### config.mk
export PLATFORM = sky130hd
export DESIGN_NAME = irqpend_top
export DESIGN_NICKNAME = d
export VERILOG_FILES = /design/src/rtl/irqpend_pkg.sv /design/src/rtl/irqpend_flag.sv /design/src/rtl/irqpend_trig.sv /design/src/rtl/irqpend_rdmux.sv /design/src/rtl/irqpend_top.sv
export SDC_FILE = /design/constraint.sdc
export NUM_CORES = 1
export LEC_CHECK = 0
export BUFFER_PORTS_ARGS = -buffer_cell sky130_fd_sc_hd__buf_2
export CAP_MARGIN = 0
export CORE_ASPECT_RATIO = 1.25
export CORE_MARGIN = 10
export CORE_UTILIZATION = 37
export CTS_BUF_LIST = sky130_fd_sc_hd__clkbuf_2
export CTS_CLUSTER_DIAMETER = 100
export DETAILED_ROUTE_END_ITERATION = 8
export PLACE_DENSITY_LB_ADDON = 0.2
export SLEW_MARGIN = 20
export SYNTH_ARGS = -nofsm -noshare
export SYNTH_HDL_FRONTEND = slang
export SYNTH_SLANG_ARGS = --single-unit
### constraint.sdc
create_clock -name clk -period 2.2 [get_ports clk]
set_input_delay 0.33 -clock clk [delete_from_list [all_inputs] [get_ports clk]]
set_output_delay 0.33 -clock clk [all_outputs]
set_load 0.01 [all_outputs]
### src/rtl/irqpend_pkg.sv
`timescale 1ns/1ps
// Package: shared offsets, field positions and exception indices for the
// pending control block. Assumes a 12-bit byte offset and 32-bit data.
package irqpend_pkg;
    localparam int ADDR_W = 12;
    localparam int DATA_W = 32;
    localparam int VEC_W  = 9;
    localparam int NUM_EXC = 3;

    localparam logic [ADDR_W-1:0] OFS_COUNT = 12'h004;
    localparam logic [ADDR_W-1:0] OFS_CTL   = 12'hD04;
    localparam logic [ADDR_W-1:0] OFS_TRIG  = 12'hF00;

    // Exception slots, used to index the per-exception arrays below.
    typedef enum int {EXC_NMI = 0, EXC_DEFER = 1, EXC_TICK = 2} exc_idx_e;

    localparam int SET_BIT [NUM_EXC] = '{31, 28, 26};
    localparam int CLR_BIT [NUM_EXC] = '{0, 27, 25};
    localparam bit HAS_CLR [NUM_EXC] = '{1'b0, 1'b1, 1'b1};

    localparam int TOPVEC_LSB  = 12;
    localparam int EXTPEND_BIT = 22;
endpackage

### src/rtl/irqpend_flag.sv
`timescale 1ns/1ps
// Module: one pending flag with software set, optional software clear and a
// hardware set pulse. Any set beats a clear in the same cycle.
// Assumes inputs are synchronous to clk.
module irqpend_flag #(
    parameter bit HAS_CLR = 1'b1
) (
    input  logic clk,
    input  logic rst_n,
    input  logic sw_set,
    input  logic sw_clr,
    input  logic hw_set,
    output logic q
);
    logic clr_en;
    logic any_set;

    // Purpose: drop the clear path for flags that cannot be cleared.
    generate
        if (HAS_CLR) begin : g_clr
            assign clr_en = sw_clr;
        end else begin : g_noclr
            assign clr_en = 1'b0;
        end
    endgenerate

    assign any_set = sw_set | hw_set;

    // Purpose: update the flag, set first, then clear, else hold.
    always_ff @(posedge clk) begin
        if (!rst_n)        q <= 1'b0;
        else if (any_set)  q <= 1'b1;
        else if (clr_en)   q <= 1'b0;
    end

    AST_HW_SET_WINS: assert property (@(posedge clk) disable iff (!rst_n)
        hw_set |=> q);
    AST_IDLE_HOLDS: assert property (@(posedge clk) disable iff (!rst_n)
        (!sw_set && !hw_set && !sw_clr) |=> $stable(q));
endmodule

### src/rtl/irqpend_trig.sv
`timescale 1ns/1ps
// Module: software trigger decoder. A write carries a 9-bit interrupt number;
// numbers below NUM_IRQ give a one-cycle pulse on the matching output bit.
// Assumes NUM_IRQ is at most 496.
module irqpend_trig #(
    parameter int NUM_IRQ = 64,
    parameter int VEC_W   = 9
) (
    input  logic               clk,
    input  logic               rst_n,
    input  logic               wr,
    input  logic [VEC_W-1:0]   num,
    output logic [NUM_IRQ-1:0] trig
);
    localparam logic [VEC_W:0] LIMIT = (VEC_W+1)'(NUM_IRQ);

    logic               in_range;
    logic [NUM_IRQ-1:0] trig_d;

    assign in_range = ({1'b0, num} < LIMIT);

    // Purpose: one comparator per interrupt line builds the next pulse vector.
    generate
        for (genvar i = 0; i < NUM_IRQ; i++) begin : g_line
            assign trig_d[i] = wr && in_range && (num == VEC_W'(i));
        end
    endgenerate

    // Purpose: register the pulse so it lasts exactly one cycle.
    always_ff @(posedge clk) begin
        if (!rst_n) trig <= '0;
        else        trig <= trig_d;
    end

    AST_TRIG_ONE_LINE: assert property (@(posedge clk) disable iff (!rst_n)
        1'b1 |=> $onehot0(trig));
    AST_TRIG_RANGE: assert property (@(posedge clk) disable iff (!rst_n)
        (wr && ({1'b0, num} >= LIMIT)) |=> (trig == '0));
    AST_TRIG_QUIET: assert property (@(posedge clk) disable iff (!rst_n)
        !wr |=> (trig == '0));
endmodule

### src/rtl/irqpend_rdmux.sv
`timescale 1ns/1ps
// Module: read data assembly for the count and control registers.
// Purely combinational; reads have no side effects.
module irqpend_rdmux
    import irqpend_pkg::*;
#(
    parameter int NUM_IRQ = 64
) (
    input  logic [ADDR_W-1:0]  addr,
    input  logic [VEC_W-1:0]   act_vec,
    input  logic [VEC_W-1:0]   top_vec,
    input  logic               top_vec_vld,
    input  logic [NUM_IRQ-1:0] ext_pend,
    input  logic [NUM_EXC-1:0] pend,
    output logic [DATA_W-1:0]  rdata
);
    localparam int COUNT_VAL = NUM_IRQ / 32 - 1;

    logic [DATA_W-1:0] ctl_word;

    // Purpose: pack the control register fields.
    always_comb begin
        ctl_word = '0;
        ctl_word[VEC_W-1:0] = act_vec;
        if (top_vec_vld) ctl_word[TOPVEC_LSB +: VEC_W] = top_vec;
        ctl_word[EXTPEND_BIT] = |ext_pend;
        for (int e = 0; e < NUM_EXC; e++) begin
            ctl_word[SET_BIT[e]] = pend[e];
        end
    end

    // Purpose: select the word for the addressed register.
    always_comb begin
        unique case (addr)
            OFS_COUNT: rdata = DATA_W'(COUNT_VAL);
            OFS_CTL:   rdata = ctl_word;
            default:   rdata = '0;
        endcase
    end
endmodule

### src/rtl/irqpend_top.sv
`timescale 1ns/1ps
// Module: system exception pending control block. Decodes bus writes into
// per-exception set/clear strobes and software triggers, and serves reads.
// Assumes one write per cycle at most and synchronous hardware pulses.
module irqpend_top
    import irqpend_pkg::*;
#(
    parameter int NUM_IRQ = 64
) (
    input  logic               clk,
    input  logic               rst_n,
    input  logic               bus_wr,
    input  logic [11:0]        bus_addr,
    input  logic [31:0]        bus_wdata,
    output logic [31:0]        bus_rdata,
    input  logic               hw_nmi_set,
    input  logic               hw_defer_set,
    input  logic               hw_tick_set,
    input  logic [8:0]         act_vec,
    input  logic [8:0]         top_vec,
    input  logic               top_vec_vld,
    input  logic [NUM_IRQ-1:0] ext_pend,
    output logic               nmi_pend,
    output logic               defer_pend,
    output logic               tick_pend,
    output logic [NUM_IRQ-1:0] sw_trig
);
    logic               wr_ctl;
    logic               wr_trig;
    logic [NUM_EXC-1:0] hw_set;
    logic [NUM_EXC-1:0] pend;

    // Purpose: decode which register a write targets.
    assign wr_ctl  = bus_wr && (bus_addr == OFS_CTL);
    assign wr_trig = bus_wr && (bus_addr == OFS_TRIG);

    assign hw_set[EXC_NMI]   = hw_nmi_set;
    assign hw_set[EXC_DEFER] = hw_defer_set;
    assign hw_set[EXC_TICK]  = hw_tick_set;

    // Purpose: one pending flag per system exception.
    generate
        for (genvar g = 0; g < NUM_EXC; g++) begin : g_exc
            irqpend_flag #(.HAS_CLR(HAS_CLR[g])) u_flag (
                .clk    (clk),
                .rst_n  (rst_n),
                .sw_set (wr_ctl && bus_wdata[SET_BIT[g]]),
                .sw_clr (wr_ctl && bus_wdata[CLR_BIT[g]]),
                .hw_set (hw_set[g]),
                .q      (pend[g])
            );
        end
    endgenerate

    assign nmi_pend   = pend[EXC_NMI];
    assign defer_pend = pend[EXC_DEFER];
    assign tick_pend  = pend[EXC_TICK];

    irqpend_trig #(.NUM_IRQ(NUM_IRQ), .VEC_W(VEC_W)) u_trig (
        .clk   (clk),
        .rst_n (rst_n),
        .wr    (wr_trig),
        .num   (bus_wdata[VEC_W-1:0]),
        .trig  (sw_trig)
    );

    irqpend_rdmux #(.NUM_IRQ(NUM_IRQ)) u_rd (
        .addr        (bus_addr),
        .act_vec     (act_vec),
        .top_vec     (top_vec),
        .top_vec_vld (top_vec_vld),
        .ext_pend    (ext_pend),
        .pend        (pend),
        .rdata       (bus_rdata)
    );

    AST_NMI_STICKY: assert property (@(posedge clk) disable iff (!rst_n)
        nmi_pend |=> nmi_pend);
    AST_NMI_SET: assert property (@(posedge clk) disable iff (!rst_n)
        (wr_ctl && bus_wdata[31]) |=> nmi_pend);
    AST_DEFER_SET_PRIO: assert property (@(posedge clk) disable iff (!rst_n)
        (wr_ctl && bus_wdata[28]) |=> defer_pend);
    AST_DEFER_CLR: assert property (@(posedge clk) disable iff (!rst_n)
        (wr_ctl && bus_wdata[27] && !bus_wdata[28] && !hw_defer_set) |=> !defer_pend);
    AST_TICK_SET_PRIO: assert property (@(posedge clk) disable iff (!rst_n)
        (wr_ctl && bus_wdata[26]) |=> tick_pend);
    AST_TICK_CLR: assert property (@(posedge clk) disable iff (!rst_n)
        (wr_ctl && bus_wdata[25] && !bus_wdata[26] && !hw_tick_set) |=> !tick_pend);
    AST_OTHER_WR_HOLD: assert property (@(posedge clk) disable iff (!rst_n)
        (!wr_ctl && hw_set == '0) |=> $stable(pend));
endmodule

==> results of run 1 <==
registers in the layout, summed over array words and instances, names as in the netlist:
signal	flops
g_exc.u_flag.q	3
u_trig.trig	64
how the worst max path moves through the flow:
stage	depth (start not counted)	start	endpoint	slack (ns)
after floorplan	4	bus_addr[5]	bus_rdata[22]	0.13
after CTS	5	bus_addr[5]	bus_rdata[0]	0.02
after global routing	5	bus_addr[5]	bus_rdata[0]	0.06
after detailed placement	6	bus_addr[5]	bus_rdata[13]	-0.01
after global placement	6	bus_addr[5]	bus_rdata[15]	0.009
final	5	bus_addr[5]	bus_rdata[0]	0.13
layout make-up:
class / instances / area, um2 / share of cell area
Sequential cell: 67 / 1340 / 0.368
Timing Repair Buffer: 214 / 1100 / 0.301
Multi-Input combinational cell: 167 / 912 / 0.250
Clock inverter: 6 / 138 / 0.0377
Tap cell: 85 / 106 / 0.0292
Clock buffer: 10 / 50.0 / 0.0137
Antenna cell: 1 / 2.50 / 0.000686
cells by family (layout without fill, tap and decap cells):
family          Yosys count  in the layout  synth area share
compound gates            8              8            0.0265
flops                    67             67             0.579
simple gates            149            149             0.342
buf+inv                  19            230            0.0508
other cells               1             11           0.00162
critical path, cell delays in order:
cell	delay, ns
buf_2	0.10
or4_4	0.56
buf_4	0.16
a2111oi_1	0.35
buf_2	0.23
power by group:
| part | internal [uW] | switching [uW] | leakage, uW |
|---|---|---|---|
| logic | 91.3 | 69.8 | 0.00123 |
| clock network | 613 | 422 | 0.000106 |
| registers | 1220 | 2.37 | 0.000540 |
per-layer routing:
metal / up-vias / part of all wire / track usage
met5: - / 0 / 0
met1: 1127 / 0.32 / 0.159
met4: 0 / 0.024 / 0.0751
met2: 127 / 0.54 / 0.336
li1: 1254 / - / -
met3: 17 / 0.12 / 0.109
layout by cell type (no fill, tap or decap), types with 2 or more instances in the layout:
cell       count
nor4_1        19
a21boi_0       2
o21a_1         2
conb_1        10
or3_1          8
dfxtp_1       67
buf_2        204
nor2b_1        4
and2_1        11
nor2_1        65
nand4_1        7
nand3_1        9
and3_1        10
clkbuf_2      10
bufinv_16      4
buf_4         10
clkinv_4       2
nand2b_1       3
a21o_1         2
nand3b_1       5
nor4_4         2
through the flow:
step | util | total power (uW) | setup WS, ns
3_5_place_dp | 0.561 | 1400 | -0.0110
3_3_place_gp | 0.561 | 1400 | 0.00858
4_1_cts | 0.594 | 2430 | 0.0217
2_1_floorplan | - | 1300 | 0.132
5_1_grt | 0.595 | 2520 | 0.0611
6_report | 0.595 | 2420 | 0.134
cell usage after synthesis, drive strengths merged, types with 2 or more instances:
master	count	share of area
dfxtp	67	0.58
nor2	65	0.11
nor4	21	0.063
buf	12	0.039
and2	11	0.030
and3	10	0.027
nand3	9	0.019
or3	8	0.022
clkbuf	7	0.011
nand4	7	0.019
nand3b	5	0.016
nor2b	4	0.011
nand2b	3	0.0081
a21boi	2	0.0065
a21o	2	0.0065
o21a	2	0.0065
or4b	2	0.010
timing repair:
item,4_1_cts,5_1_grt
pin swaps,1,0
endpoints found under the setup margin,9,1
gates resized for setup,2,2
hold buffers,0,0
gates cloned,1,0
==> flow_summary.toml, run 1 <==
[run_status]
status = "complete, no violations"

[logic_synthesis]
synth.distinct_cells = 28
synth_edf_count = 0
avgSynthCellArea_um2 = 9.50
synth_area_um2 = 2320
synth-seq-cells = 67
synth_flop_cell = "dfxtp_1"
ys_seq_area_frac = 0.579
postSynthCellCount = 244
async_flop_share = 0
ys_warn_count = 0

[grt]
grtUsageTotal = 0.183
grt-ovfl-total = 0
grt_start_max_net_pins = 17
grt_pass1_wl_um = 14300
grt_pass1_vias = 2745
antenna_found_initial = 1

[sta]
finalMaxSlewViolations = 0
period_share = 0.939
fin_setup_tns_ns = 0
fmax_ghz = 0.484
period_needed_ns = 2.07
hold_viol = 0
setup_violations = 0
clock_skew_ns = 0
grt_setup_unrepaired = "no"
whs_ns = 0.0995

[die]
boundaryPins = 232
core_um2 = 6130
die_h_um = 108
die_area_um2 = 9850
die_w_um = 90.8
start_util = 0.378
rows = 32

[route]
drtIter0Drc = 90
wl_um = 9350
vias_per_cell = 4.59
drc_errors = 0
wire_per_inst_um = 17.0
first_pass_iters = 4
ant_nets = 0
vias = 2525

[clock_network]
cts.path.max_buffers = 2
cts_tree = "done"
root_buffer = "clkbuf_2"
cts_buffers = 9
cts_setup_buffers = 0
clkTransAtPathRegs_ns = 0.17
h-tree-depth = 3
cts.sinks = 67
clk_latency_ns = 0.46

[finish]
drive_above_1_share = 0.504
final_cell_area_um2 = 3650
num-nets-final = 592
area_delta_synth_final_pct = 57.3
fillers = 574
finalNonFillerCells = 550

[hold_path]
hp-class = "in2reg"
holdPathEnd = "g_exc[0].u_flag.q$_SDFFE_PN0P_"
hold_path_startpoint = "hw_nmi_set"
whs_path_depth = 3

[critical_path]
cp.required_ns = 1.87
reg2reg_setup_slack_ns = 1.47
critPathKind = "in2out"
worstSetupEndpointType = "output port"
startpoint_type = "input port"
crit_fanout = 3
reg2reg_to = "g_exc[1].u_flag.q$_SDFFE_PN0P_"
worstReg2RegStart = "g_exc[1].u_flag.q$_SDFFE_PN0P_"
cp.arrival_ns = 1.74
rr_worst_depth = 2

[power]
power.leakage_uw = 0.00188
powerDensity_nw_per_um2 = 663
vdd_drop_max_uv = 348

[place]
dpl-instance-area_um2 = 3440
dp.cells = 532
portBuffers = 203
gp_congestion = 0.801
dp_hpwl_um = 7940

[flow_run]
max_cap_viol_count = 0
Power figures use the tool's default switching activity.
==> inputs of run 2 (changes only) <==
--- a/config.mk
+++ b/config.mk
@@ -7,9 +7,11 @@
 export LEC_CHECK = 0
 export BUFFER_PORTS_ARGS = -buffer_cell sky130_fd_sc_hd__buf_2
 export CAP_MARGIN = 0
+export CELL_PAD_IN_SITES_DETAIL_PLACEMENT = 1
+export CELL_PAD_IN_SITES_GLOBAL_PLACEMENT = 1
 export CORE_ASPECT_RATIO = 1.25
 export CORE_MARGIN = 10
-export CORE_UTILIZATION = 37
+export CORE_UTILIZATION = 24
 export CTS_BUF_LIST = sky130_fd_sc_hd__clkbuf_2
 export CTS_CLUSTER_DIAMETER = 100
 export DETAILED_ROUTE_END_ITERATION = 8
==> flow_summary.toml, run 2 (synthesis gave the netlist of run 1 again) <==
[run_status]
status = "complete, no violations"

[sta]
fmax_ghz = 0.482
clock_skew_ns = 0
fin_setup_tns_ns = 0
tightest_slew_ns = 0.510
setup_violations = 0
grt_setup_unrepaired = "no"
relSlewSlack = 0.657
finalMaxSlewViolations = 0
hold_viol = 0
whs_ns = 0.0664
period_needed_ns = 2.08
period_share = 0.944

[die]
die_w_um = 108
boundaryPins = 232
rows = 40
core_um2 = 9510
start_util = 0.244
die_h_um = 130
die_area_um2 = 14000

[critical_path]
rr_worst_depth = 2
reg2reg_to = "g_exc[2].u_flag.q$_SDFFE_PN0P_"
cp.arrival_ns = 1.75
worstReg2RegStart = "g_exc[2].u_flag.q$_SDFFE_PN0P_"
slowest_stage = "or4_4"
slowest_delay_ns = 0.57
path_common_cell = "buf_2"
crit_path_start = "bus_addr[5]"
critPathKind = "in2out"
worstSetupEndpointType = "output port"
crit_chain = "buf_2, or4_4, a2111oi_1, buf_4, buf_2"
cp.required_ns = 1.87
startpoint_type = "input port"
reg2reg_setup_slack_ns = 1.40
crit_fanout = 3

[grt]
grt-ovfl-total = 0
grt_pass1_wl_um = 16200
grt_pass1_vias = 2943
grt_start_max_net_pins = 22
grtUsageTotal = 0.154
antenna_found_initial = 4

[route]
first_pass_iters = 4
wire_per_inst_um = 18.4
vias = 2568
drtIter0Drc = 66
drc_errors = 0
wl_um = 10900
vias_per_cell = 4.33
ant_nets = 0

[finish]
largestRegisters = "u_trig.trig x64, g_exc.u_flag.q x3"
regMostFlops = "u_trig.trig"
final_common_cell = "buf_2"
largest_reg_flops = 64
area_delta_synth_final_pct = 59.2
finalNonFillerCells = 593
drive_above_1_share = 0.501
num-nets-final = 593
mostFrequentLayoutCells = "buf_2, dfxtp_1, nor2_1"
fillers = 1205

[power]
power_uw = 2310
swShare = 0.222
internal_power_uw = 1800
seqPwrFrac = 0.529
powerDensity_nw_per_um2 = 627
vdd_drop_max_uv = 206
combPwrFrac = 0.071
p_switching_uw = 513
power.leakage_uw = 0.00187
clock_power_share = 0.400

[clock_network]
cts_setup_buffers = 0
clkTransAtPathRegs_ns = 0.20
root_buffer = "clkbuf_2"
cts.sinks = 67
clk_latency_ns = 0.51
cts.path.max_buffers = 2
cts_buffers = 9
cts_tree = "done"
h-tree-depth = 3

[place]
gp_congestion = 0.860
dp_hpwl_um = 9430
portBuffers = 203
dp.cells = 573

[hold_path]
holdPathEnd = "g_exc[0].u_flag.q$_SDFFE_PN0P_"
hp-class = "in2reg"
hold_path_startpoint = "bus_wdata[31]"
whs_path_depth = 3

[flow_run]
max_cap_viol_count = 0
[run 2: worst max-delay path, delay by kind of cell]
kind	cells	cell delay (ns)
AOI/OAI and AO/OA	1	0.44
and+or+nand+nor	1	0.57
buffers and inverters	3	0.40
[run 2: layout make-up]
type                            instances  area [um2]  share of cell area
Multi-Input combinational cell        167         912               0.247
Clock inverter                          7         115              0.0312
Sequential cell                        67        1340               0.364
Clock buffer                            9        45.0              0.0122
Tap cell                              126         158              0.0427
Timing Repair Buffer                  215        1110               0.302
Antenna cell                            2        5.00             0.00136
[run 2: worst max path at each step]
stage	slack (ns)	endpoint	depth (start not counted)
floorplan	0.13	bus_rdata[22]	4
global placement	-0.05	bus_rdata[0]	5
detailed placement	-0.04	bus_rdata[0]	5
CTS	0.06	bus_rdata[22]	6
global route	0.04	bus_rdata[0]	5
finish	0.12	bus_rdata[0]	5
[run 2: power by group through the flow]
stage	registers [uW]	logic, uW	clock network, uW
after CTS	1220	164	962
after global routing	1220	185	1020
after floorplan	1250	51.1	0
final	1220	165	925
after detailed placement	1250	162	0
after global placement	1250	155	0
[run 2: through the flow]
stage | util | cell area, um2 | worst slack [ns]
2_1_floorplan | - | 2350 | 0.132
3_3_place_gp | 0.367 | 3490 | -0.0456
3_5_place_dp | 0.367 | 3490 | -0.0434
4_1_cts | 0.385 | 3660 | 0.0564
5_1_grt | 0.388 | 3690 | 0.0447
6_report | 0.388 | 3690 | 0.123
[run 2: per-layer routing]
layer,part of all wire,global-route usage,vias to the layer above
met4,0.011,0.0528,0
met5,0,0,-
met2,0.54,0.285,145
li1,-,-,1252
met3,0.13,0.0962,14
met1,0.32,0.132,1157
[run 2: repair_timing]
action,CTS,global route
hold buffers,1,0
endpoints found under the setup margin,4,21
resized for setup,2,6
pin swaps,0,1
endpoints found under the hold margin,1,0
cloned,0,1
==> inputs of run 3 (changes only) <==
--- a/config.mk
+++ b/config.mk
@@ -5,13 +5,14 @@
 export SDC_FILE = /design/constraint.sdc
 export NUM_CORES = 1
 export LEC_CHECK = 0
+export ABC_AREA = 1
 export BUFFER_PORTS_ARGS = -buffer_cell sky130_fd_sc_hd__buf_2
 export CAP_MARGIN = 0
 export CELL_PAD_IN_SITES_DETAIL_PLACEMENT = 1
 export CELL_PAD_IN_SITES_GLOBAL_PLACEMENT = 1
 export CORE_ASPECT_RATIO = 1.25
 export CORE_MARGIN = 10
-export CORE_UTILIZATION = 24
+export CORE_UTILIZATION = 25
 export CTS_BUF_LIST = sky130_fd_sc_hd__clkbuf_2
 export CTS_CLUSTER_DIAMETER = 100
 export DETAILED_ROUTE_END_ITERATION = 8
==> flow_summary.toml, run 3 <==
[finish]
fillers = 1345
area_delta_synth_final_pct = 46.5
mostFrequentLayoutCells = "buf_2, nor2_1, dfxtp_1"
num-nets-final = 659
largestRegisters = "u_trig.trig x64, g_exc.u_flag.q x3"
largest_reg_flops = 64
regMostFlops = "u_trig.trig"
seqCellArea_um2 = 1340
multi_input_comb_area_um2 = 985
final_common_cell = "buf_2"
drive_above_1_share = 0.457

[grt]
grt_start_max_net_pins = 17
use_met1 = 0.125
grtUsageTotal = 0.138
antenna_found_initial = 2
top_usage_layer = "met2"
grt-ovfl-total = 0
grt_pass1_wl_um = 16200
grt.met3_usage = 0.0665
grt_use_met2 = 0.257
grt_pass1_vias = 3090

[clock_network]
cts-resized-gates = 0
cts_tree = "done"
cts.sinks = 67
clk_latency_ns = 0.48
cts_hold_buf = 0
cts_setup_buffers = 0
h-tree-depth = 3
clkTransAtPathRegs_ns = 0.16
root_buffer = "clkbuf_2"
cts_buffers = 9
cts.path.max_buffers = 2

[power]
internal_power_uw = 1570
seqPwrFrac = 0.587
combPwrFrac = 0.100
clock_power_share = 0.314
swShare = 0.245
powerDensity_nw_per_um2 = 551
p_switching_uw = 509
power.leakage_uw = 0.00208
vdd_drop_max_uv = 237

[route]
wl_um = 10600
vias_per_cell = 4.11
first_pass_iters = 3
drtIter0Drc = 57
vias = 2718
ant_nets = 0
wire_per_inst_um = 16.0
drc_errors = 0

[critical_path]
slowest_stage = "nand2_1"
reg2reg_to = "g_exc[1].u_flag.q$_SDFFE_PN0P_"
slowest_delay_ns = 0.26
rr_worst_depth = 2
reg2reg_setup_slack_ns = 1.55
worstSetupEndpointType = "output port"
cp.required_ns = 1.87
startpoint_type = "input port"
crit_fanout = 12
worstReg2RegStart = "g_exc[1].u_flag.q$_SDFFE_PN0P_"
critPathKind = "in2out"
crit_chain = "buf_2, nor2_1, nand2_1, nor2_2, nand2_1, a21oi_1, buf_2"
cp.arrival_ns = 1.45

[sta]
clock_skew_ns = 0
tightest_slew_ns = 0.674
relSlewSlack = 0.549
period_needed_ns = 1.78
fin_setup_tns_ns = 0
hold_viol = 0
period_share = 0.809
setup_violations = 0
grt_setup_unrepaired = "no"
fin_ws_ns = 0.420
finalMaxSlewViolations = 0
fmax_ghz = 0.562

[die]
rows = 41
die_area_um2 = 14800
core_um2 = 10100
die_h_um = 133
start_util = 0.255
boundaryPins = 232
die_w_um = 111

[place]
post-place-ws_ns = 0.393
gp_congestion = 0.816
portBuffers = 203
dp_hpwl_um = 9250

[logic_synthesis]
async_flop_share = 0
synth.distinct_cells = 21
synth_commonest_cells = "nor2_1, dfxtp_1, inv_1"
yosysMostFrequentCell = "nor2_1"
synth_area_um2 = 2580
postSynthCellCount = 315
synth_flop_cell = "dfxtp_1"
synth_largest_area_cell = "dfxtp_1"
avgSynthCellArea_um2 = 8.18
synth-seq-cells = 67
synth.top_cell.area_share = 0.521
synth_area_leaders = "dfxtp_1, nor2_1, nand4_2, inv_1, nand4_1"
ys_seq_area_frac = 0.521
ys_warn_count = 0
synth_edf_count = 0

[flow_run]
max_cap_viol_count = 0

[hold_path]
whs_path_depth = 3
hold_path_startpoint = "hw_nmi_set"
hp-class = "in2reg"
holdPathEnd = "g_exc[0].u_flag.q$_SDFFE_PN0P_"

[run_status]
status = "complete, no violations"
==> run 3: cell count changes after synthesis, sizes merged, moves of 5 or more <==
cell,before,now
clkbuf,7,0
nand2,1,21
buf,12,17
and3,10,0
nor4,21,0
nor2,65,133
inv,0,35
nand4,7,27
and2,11,0
nand3b,5,0
or3,8,0
==> run 3: kinds of logic (layout without fill, tap and decap cells) <==
kind of cell | Yosys count | in the layout | share of synthesized area
AO/OA/AOI/OAI | 5 | 5 | 0.0112
buffers and inverters | 52 | 258 | 0.110
other | 1 | 12 | 0.00146
flip-flops | 67 | 67 | 0.521
AND/OR/NAND/NOR | 190 | 190 | 0.356
==> run 3: per-stage QoR <==
step	hold slack, ns	std cells	power (uW)	util	area, um2
3_5_place_dp	0.484	644	1460	0.363	3670
5_1_grt	0.0582	661	2180	0.374	3770
4_1_cts	0.0219	659	2120	0.373	3770
3_3_place_gp	0.470	644	1450	0.363	3670
6_report	0.0941	661	2080	0.374	3770
2_1_floorplan	0.494	324	1340	-	2610
==> run 3: area by class of cell <==
class | count | area share
multi-input cells | 205 | 0.261
clock buffers | 11 | 0.0146
repair buffers | 208 | 0.279
inverters | 35 | 0.0348
diodes | 2 | 0.00133
well taps | 129 | 0.0428
clock inverters | 4 | 0.0113
flip-flops and latches | 67 | 0.355
==> run 3: worst max-delay path by stage <==
stage                start       endpoint  slack [ns]  cells after the start
2_1_floorplan  bus_addr[7]  bus_rdata[26]        0.63                      6
3_3_place_gp   bus_addr[5]  bus_rdata[22]        0.41                      7
3_5_place_dp   bus_addr[7]  bus_rdata[22]        0.39                      7
4_1_cts        bus_addr[7]  bus_rdata[22]        0.39                      7
5_1_grt        bus_addr[1]  bus_rdata[22]        0.28                      7
6_report       bus_addr[5]  bus_rdata[22]        0.42                      7
==> run 3: power groups by stage <==
stage	clock network (uW)	registers, uW	logic, uW
after floorplan	0	1250	90.1
after global placement	0	1250	202
after detailed placement	0	1250	208
after CTS	685	1220	209
after global routing	727	1220	232
final	653	1220	207
==> run 3: worst max-delay path: cells and delay by family <==
kind,cells,cell delay [ns]
AO/OA/AOI/OAI,1,0.21
buffers and inverters,2,0.27
AND/OR/NAND/NOR,4,0.64
==> run 3: routing by layer <==
| layer | up-vias | part of all wire |
|---|---|---|
| li1 | 1383 | - |
| met2 | 115 | 0.53 |
| met4 | 0 | 0.015 |
| met1 | 1211 | 0.36 |
| met3 | 9 | 0.096 |
| met5 | - | 0 |
